`src/rtl/chain_sub_pkg.sv`:
```
package chain_sub_pkg;

    localparam int FLAG_W = 5;

    // Flag vector layout: bit0 carry/borrow, bit1 zero, bit2 negative,
    // bit3 overflow, bit4 signed-less.
    typedef struct packed {
        logic s;
        logic v;
        logic n;
        logic z;
        logic c;
    } flags_t;

    // bit0 = consumes carry, bit1 = immediate operand, bit2 = compare only
    typedef enum logic [2:0] {
        OP_SUB  = 3'b000,
        OP_SBC  = 3'b001,
        OP_SUBI = 3'b010,
        OP_SBCI = 3'b011,
        OP_CMP  = 3'b100,
        OP_CPC  = 3'b101,
        OP_CPI  = 3'b110,
        OP_HOLD = 3'b111
    } op_e;

    typedef struct packed {
        logic use_imm;
        logic use_carry;
        logic write_back;
        logic hold;
    } dec_t;

endpackage

```
`src/rtl/chain_op_decode.sv`:
```
module chain_op_decode
    import chain_sub_pkg::*;
(
    input  op_e  op_i,
    output dec_t dec_o
);

    always_comb begin
        dec_o = '0;
        unique case (op_i)
            OP_SUB:  begin dec_o.write_back = 1'b1; end
            OP_SBC:  begin dec_o.write_back = 1'b1; dec_o.use_carry = 1'b1; end
            OP_SUBI: begin dec_o.write_back = 1'b1; dec_o.use_imm = 1'b1; end
            OP_SBCI: begin dec_o.write_back = 1'b1; dec_o.use_imm = 1'b1;
                           dec_o.use_carry = 1'b1; end
            OP_CMP:  begin end
            OP_CPC:  begin dec_o.use_carry = 1'b1; end
            OP_CPI:  begin dec_o.use_imm = 1'b1; end
            OP_HOLD: begin dec_o.hold = 1'b1; end
            default: begin dec_o.hold = 1'b1; end
        endcase
    end

endmodule

```
`src/rtl/chain_sub_core.sv`:
```
module chain_sub_core #(
    parameter int W = 8
) (
    input  logic [W-1:0] a_i,
    input  logic [W-1:0] b_i,
    input  logic         cin_i,
    output logic [W-1:0] diff_o,
    output logic         borrow_o,
    output logic         ovf_o
);

    localparam int MSB = W - 1;

    logic [W:0] wide;

    always_comb begin
        wide     = {1'b0, a_i} - {1'b0, b_i} - {{W{1'b0}}, cin_i};
        diff_o   = wide[W-1:0];
        borrow_o = wide[W];
        ovf_o    = (a_i[MSB] ^ b_i[MSB]) & (diff_o[MSB] ^ a_i[MSB]);
    end

    // No borrow means the minuend covered subtrahend plus carry
    always_comb begin
        if (!borrow_o) begin
            AST_NO_BORROW_ORDER: assert ({1'b0, a_i} >= ({1'b0, b_i} + {{W{1'b0}}, cin_i}));
        end
    end

endmodule

```
`src/rtl/chain_flag_gen.sv`:
```
module chain_flag_gen
    import chain_sub_pkg::*;
#(
    parameter int W = 8
) (
    input  logic [W-1:0] diff_i,
    input  logic         borrow_i,
    input  logic         ovf_i,
    input  logic         chain_i,
    input  logic         hold_i,
    input  flags_t       prev_i,
    output flags_t       flags_o
);

    logic z_local;

    always_comb begin
        z_local = (diff_i == '0);
        if (hold_i) begin
            flags_o = prev_i;
        end else begin
            flags_o.c = borrow_i;
            flags_o.z = chain_i ? (z_local & prev_i.z) : z_local;
            flags_o.n = diff_i[W-1];
            flags_o.v = ovf_i;
            flags_o.s = diff_i[W-1] ^ ovf_i;
        end
    end

endmodule

```
`src/rtl/chain_sub_alu.sv`:
```
module chain_sub_alu
    import chain_sub_pkg::*;
#(
    parameter int W = 8
) (
    input  logic              clk,
    input  logic              rst_n,
    input  logic [2:0]        op_i,
    input  logic [W-1:0]      rs_a_i,
    input  logic [W-1:0]      rs_b_i,
    input  logic [W-1:0]      imm_i,
    input  logic [FLAG_W-1:0] flags_i,
    output logic [W-1:0]      result_o,
    output logic              wr_en_o,
    output logic [FLAG_W-1:0] flags_o
);

    typedef struct packed {
        logic [W-1:0] result;
        logic         we;
        flags_t       flags;
    } out_t;

    op_e    op_cur;
    dec_t   dec;
    flags_t prev_flags;
    logic [W-1:0] operand_b;
    logic [W-1:0] diff;
    logic         borrow;
    logic         ovf;
    flags_t       new_flags;
    out_t         out_d;
    out_t         out_q;

    assign op_cur     = op_e'(op_i);
    assign prev_flags = flags_t'(flags_i);

    chain_op_decode u_dec (
        .op_i  (op_cur),
        .dec_o (dec)
    );

    assign operand_b = dec.use_imm ? imm_i : rs_b_i;

    chain_sub_core #(.W(W)) u_core (
        .a_i      (rs_a_i),
        .b_i      (operand_b),
        .cin_i    (dec.use_carry & prev_flags.c),
        .diff_o   (diff),
        .borrow_o (borrow),
        .ovf_o    (ovf)
    );

    chain_flag_gen #(.W(W)) u_flags (
        .diff_i   (diff),
        .borrow_i (borrow),
        .ovf_i    (ovf),
        .chain_i  (dec.use_carry),
        .hold_i   (dec.hold),
        .prev_i   (prev_flags),
        .flags_o  (new_flags)
    );

    always_comb begin
        out_d        = '0;
        out_d.flags  = new_flags;
        out_d.we     = dec.write_back;
        out_d.result = dec.write_back ? diff : '0;
    end

    always_ff @(posedge clk or negedge rst_n) begin
        if (!rst_n) begin
            out_q <= '0;
        end else begin
            out_q <= out_d;
        end
    end

    assign result_o = out_q.result;
    assign wr_en_o  = out_q.we;
    assign flags_o  = out_q.flags;

    AST_RESET_CLEAR: assert property (@(posedge clk)
        !rst_n |-> (result_o == '0 && !wr_en_o && flags_o == '0));

    AST_SUB_WRITES: assert property (@(posedge clk) disable iff (!rst_n)
        (op_i[2] == 1'b0) |=> wr_en_o);

    AST_CMP_NO_WRITE: assert property (@(posedge clk) disable iff (!rst_n)
        (op_i[2] == 1'b1) |=> (!wr_en_o && result_o == '0));

    AST_CHAIN_Z_FOLD: assert property (@(posedge clk) disable iff (!rst_n)
        (op_i[0] && op_i != OP_HOLD && !flags_i[1]) |=> !flags_o[1]);

    AST_ZERO_NOT_NEG: assert property (@(posedge clk) disable iff (!rst_n)
        (op_i != OP_HOLD) |=> (!flags_o[1] || !flags_o[2]));

    AST_HOLD_PASS: assert property (@(posedge clk) disable iff (!rst_n)
        (op_i == OP_HOLD) |=> (flags_o == $past(flags_i) && !wr_en_o));

endmodule

```
`config.mk`:
```
export PLATFORM = sky130hd
export DESIGN_NAME = chain_sub_alu
export DESIGN_NICKNAME = d
export VERILOG_FILES = /design/src/rtl/chain_sub_pkg.sv /design/src/rtl/chain_op_decode.sv /design/src/rtl/chain_sub_core.sv /design/src/rtl/chain_flag_gen.sv /design/src/rtl/chain_sub_alu.sv
export SDC_FILE = /design/constraint.sdc
export NUM_CORES = 1
export LEC_CHECK = 0
export ABC_AREA = 1
export BUFFER_PORTS_ARGS = -buffer_cell sky130_fd_sc_hd__buf_4
export CAP_MARGIN = 5
export CORE_MARGIN = 4
export CORE_UTILIZATION = 52
export DETAILED_ROUTE_END_ITERATION = 10
export PLACE_DENSITY_LB_ADDON = 0.25
export SLEW_MARGIN = 10
export SYNTH_ARGS = -nofsm -noshare
export SYNTH_HDL_FRONTEND = slang
export SYNTH_SLANG_ARGS = --single-unit
export TNS_END_PERCENT = 50
```
`constraint.sdc`:
```
create_clock -name clk -period 0.8 [get_ports clk]
set_input_delay 0.08 -clock clk [delete_from_list [all_inputs] [get_ports clk]]
set_output_delay 0.08 -clock clk [all_outputs]
set_load 0.02 [all_outputs]
```
==> flow_metrics.env, run 1 <==
export IMPL_status="stopped before the end"
export IMPL_lastStage="5_1_grt"
export IMPL_firstError="[ERROR DPL-0038] Utilization greater than 100%, impossible to legalize"
export IMPL_io_buffer_count=47
export IMPL_syn_nets=211
export IMPL_gp_congestion=0.779
export IMPL_worst_path_end_type="register data pin"
export IMPL_synthMostInstantiatedCell="inv_1"
export IMPL_place_area_mm2=0.00177
export IMPL_netlist_area_mm2=0.00119
export IMPL_netlist_instances=161
export IMPL_fp_row_count=17
export IMPL_yosys_warnings=0
export IMPL_ys_seq_elements=14
export IMPL_synth_commonest_cells="inv_1, nand2_1, dfrtp_1, ha_1, nor2_1"
export IMPL_h_tree_depth=1
export IMPL_cts_root_buf="clkbuf_4"
export IMPL_synth_edf_count=0
export IMPL_numCtsBuffers=3
export IMPL_synth_top_area_cell="dfrtp_1"
export IMPL_clock_sinks=14
export IMPL_avgSynthCellArea_um2=7.39
export IMPL_yosys_top_cells_area="dfrtp_1, ha_1, inv_1"
export IMPL_fp_dieW_um=55.8
export IMPL_ys_types=18
export IMPL_synth_top_area_share_pct=29.4
export IMPL_synthArstFlopShare_pct=100
export IMPL_pin_count=48
export IMPL_grt_max_degree=15
export IMPL_cts_path_max_buffers=2
export IMPL_yosysSeqAreaShare_pct=29.4
export IMPL_start_util_pct=54.3
export IMPL_ys_flop_type="dfrtp_1"
export IMPL_postGrtWorstEndpoint="flags_o[1]$_DFF_PN0_/D"
export IMPL_dp_hpwl_um=2540
export IMPL_die_h_um=55.8
==> logic make-up after synthesis <==
| family | count (synthesis) | synth area share, % |
|---|---|---|
| buffers and inverters | 40 | 12.6 |
| multiplexers | 7 | 6.62 |
| AO/OA/AOI/OAI | 14 | 6.52 |
| adder cells (fa/ha/maj) | 16 | 18.1 |
| AND/OR/NAND/NOR | 69 | 26.0 |
| flip-flops | 14 | 29.4 |
| XOR/XNOR | 1 | 0.736 |
==> stage by stage <==
step           setup TNS (ns)  setup WS (ns)  hold WS (ns)  utilization [%]  std cells
2_1_floorplan          -12.98          -1.23        -0.216                -        161
3_3_place_gp           -16.33          -1.45       -0.0741             80.6        255
3_5_place_dp           -17.15          -1.60       -0.0694             80.6        255
4_1_cts                -12.74          -1.11       0.00957             94.3        264
==> repair_timing <==
item                                    in CTS
hold endpoints to repair                    14
gates resized for setup                     51
buffers inserted                             5
hold buffers                                 1
pin swaps                                   19
endpoints found under the setup margin      27
==> run 2, diff against run 1 <==
Settings changed: CORE_AREA set to 4 4 65 67, CORE_MARGIN 4 to not set, CORE_UTILIZATION 52 to not set, DIE_AREA set to 0 0 69 71, PLACE_DENSITY_LB_ADDON 0.25 to 0.15.
==> flow_metrics.env, run 2 <==
export IMPL_status="finished, violations left"
export IMPL_violations="setup timing"
export IMPL_fillCellCount=324
export IMPL_crit_chain="buf_8, nand2_8, nand2_8, buf_4, mux2_4, ha_4, inv_2, ha_4, nand2_4, nor2_4, nand2_2, nand4_1, buf_4, nand3_1, nand4_1, nand2_1"
export IMPL_p_per_area_mw_per_mm2=1710
export IMPL_cts_root_buf="clkbuf_8"
export IMPL_drt_wl_total_um=3170
export IMPL_dp_hpwl_um=2470
export IMPL_ant_nets=0
export IMPL_ir_drop_mv=0.608
export IMPL_slew_viol_final=0
export IMPL_ys_types=18
export IMPL_finalNetCount=299
export IMPL_synth_commonest_cells="inv_1, nand2_1, dfrtp_1, ha_1, nor2_1"
export IMPL_netlist_instances=161
export IMPL_yosys_top_cells_area="dfrtp_1, ha_1, inv_1"
export IMPL_synthMostInstantiatedCell="inv_1"
export IMPL_core_mm2=0.00363
export IMPL_drt_wirelength_per_cell_um=10.7
export IMPL_setup_viol=27
export IMPL_setup_ws_ns=-1.15
export IMPL_cts_path_max_buffers=2
export IMPL_die_area_mm2=0.00490
export IMPL_h_tree_depth=1
export IMPL_syn2layout_area_growth_pct=92.7
export IMPL_grt_pass1_vias=1307
export IMPL_fmax_mhz=512
export IMPL_relSlewSlack_pct=84.8
export IMPL_start_util_pct=32.7
export IMPL_dr_pass1_iters=4
export IMPL_ys_seq_elements=14
export IMPL_crit_path_end_kind="flop"
export IMPL_cp_arrival_ns=2.09
export IMPL_antenna_found_initial=0
export IMPL_syn_nets=211
export IMPL_netlist_area_mm2=0.00119
export IMPL_fp_dieW_um=69
export IMPL_worst_pin_slew_ns=0.227
export IMPL_grt_first_pass_wirelength_um=5370
export IMPL_slowest_stage="mux2_4"
export IMPL_worstPathMaxFanout=7
export IMPL_numCtsBuffers=3
export IMPL_pin_count=48
export IMPL_antenna_cells=0
export IMPL_yosysSeqAreaShare_pct=29.4
export IMPL_synth_top_area_cell="dfrtp_1"
export IMPL_dp_slack_ns=-1.57
export IMPL_period_share_pct=244
export IMPL_via_per_inst=4.38
export IMPL_drt_iter0_markers=49
export IMPL_whs_path_depth=3
export IMPL_criticalPathCategory="in -> reg"
export IMPL_rsz0062_at_grt="true"
export IMPL_critPathMaxStageDelay_ns=0.31
export IMPL_layout_drive_gt1_share_pct=61.7
export IMPL_clock_sinks=14
export IMPL_hold_end="flags_o[3]$_DFF_PN0_"
export IMPL_drv_cap=0
export IMPL_avgSynthCellArea_um2=7.39
export IMPL_finalHoldViolCount=0
export IMPL_final_util_pct=63.1
export IMPL_io_buffer_count=47
export IMPL_ys_flop_type="dfrtp_1"
export IMPL_synthArstFlopShare_pct=100
export IMPL_path_clk_slew_ns=0.06
export IMPL_route_vias_total=1295
export IMPL_grt_max_degree=15
export IMPL_fp_row_count=22
export IMPL_grt_util_all_layers_pct=12.9
export IMPL_layout_common_cells="buf_4, inv_1, nand2_1"
export IMPL_synth_edf_count=0
export IMPL_post_route_drc_count=0
export IMPL_cp_start_kind="input pin"
export IMPL_synth_top_area_share_pct=29.4
export IMPL_gp_congestion=0.776
export IMPL_whs_ns=0.0408
export IMPL_leakagePower_uw=0.00121
export IMPL_finalCriticalPeriod_ns=1.95
export IMPL_die_h_um=71
export IMPL_holdCritPathClass="in -> reg"
export IMPL_required_ns=0.94
export IMPL_cts_tree="yes"
export IMPL_globalRoute_totalOverflow=0
export IMPL_largest_reg_flops=8
export IMPL_hp_start="flags_i[3]"
export IMPL_final_common_cell="buf_4"
export IMPL_yosys_warnings=0
run 2: cell counts after synthesis:
Identical to the previous run, type by type.
run 2: where the power goes:
part / internal [uW] / switching (uW)
combinational: 1230 / 1120
sequential: 835 / 57.6
clock: 435 / 236
run 2: metrics by stage:
stage / cells / power [uW] / cell area (um^2) / TNS, ns
final: 296 / 3910 / 2290 / -13.02
after global routing: 296 / 4200 / 2290 / -14.49
after CTS: 295 / 3780 / 2230 / -12.94
after detailed placement: 281 / 2630 / 1840 / -17.09
after global placement: 281 / 2590 / 1840 / -16.49
after floorplan: 161 / 1840 / 1230 / -12.98
run 2: per-layer routing:
metal	global-route usage (%)	wire length [um]	vias up
met5	0	0	-
met4	2.60	22	0
met3	1.99	134	3
met2	25.5	1750	32
met1	14.6	1270	586
li1	-	-	674
run 2: cells by family after synthesis:
logic type	count (synthesis)	share of synthesized area, %
muxes	7	6.62
xor gates and xnor gates	1	0.736
and+or+nand+nor	69	26.0
buffers and inverters	40	12.6
AOI/OAI and AO/OA	14	6.52
adders and majority gates	16	18.1
DFF	14	29.4
run 2: worst max-delay path, delay by kind of cell:
| kind | cells | cell delay [ns] |
|---|---|---|
| and+or+nand+nor | 9 | 0.75 |
| adders and majority gates | 2 | 0.55 |
| buffers and inverters | 4 | 0.40 |
| muxes | 1 | 0.31 |
run 2: timing repair:
item | in CTS | in global routing
pin swaps | 22 | 10
resized for setup | 58 | 16
setup endpoints to repair | 27 | 27
hold buffers | 1 | 0
endpoints found under the hold margin | 14 | 0
setup buffers | 9 | 2
run 2: how the worst max path moves through the flow:
stage,cells after the start,from,end,slack [ns]
3_5_place_dp,15,op_i[2],flags_o[1]$_DFF_PN0_,-1.57
4_1_cts,15,op_i[0],flags_o[1]$_DFF_PN0_,-1.15
2_1_floorplan,14,op_i[2],flags_o[1]$_DFF_PN0_,-1.23
5_1_grt,15,op_i[0],flags_o[1]$_DFF_PN0_,-1.29
3_3_place_gp,15,op_i[2],flags_o[1]$_DFF_PN0_,-1.50
6_report,16,op_i[0],flags_o[3]$_DFF_PN0_,-1.15
run 2: final cells by class:
| class | count | area, um^2 | share of cell area [%] |
|---|---|---|---|
| inverter | 39 | 149 | 6.49 |
| tap | 48 | 60.1 | 2.62 |
| multi-input combinational | 107 | 967 | 42.2 |
| clock buffer | 4 | 55.1 | 2.40 |
| timing repair buffer | 84 | 712 | 31.0 |
| sequential | 14 | 350 | 15.3 |
No activity file was read; power rests on OpenSTA's default activity.
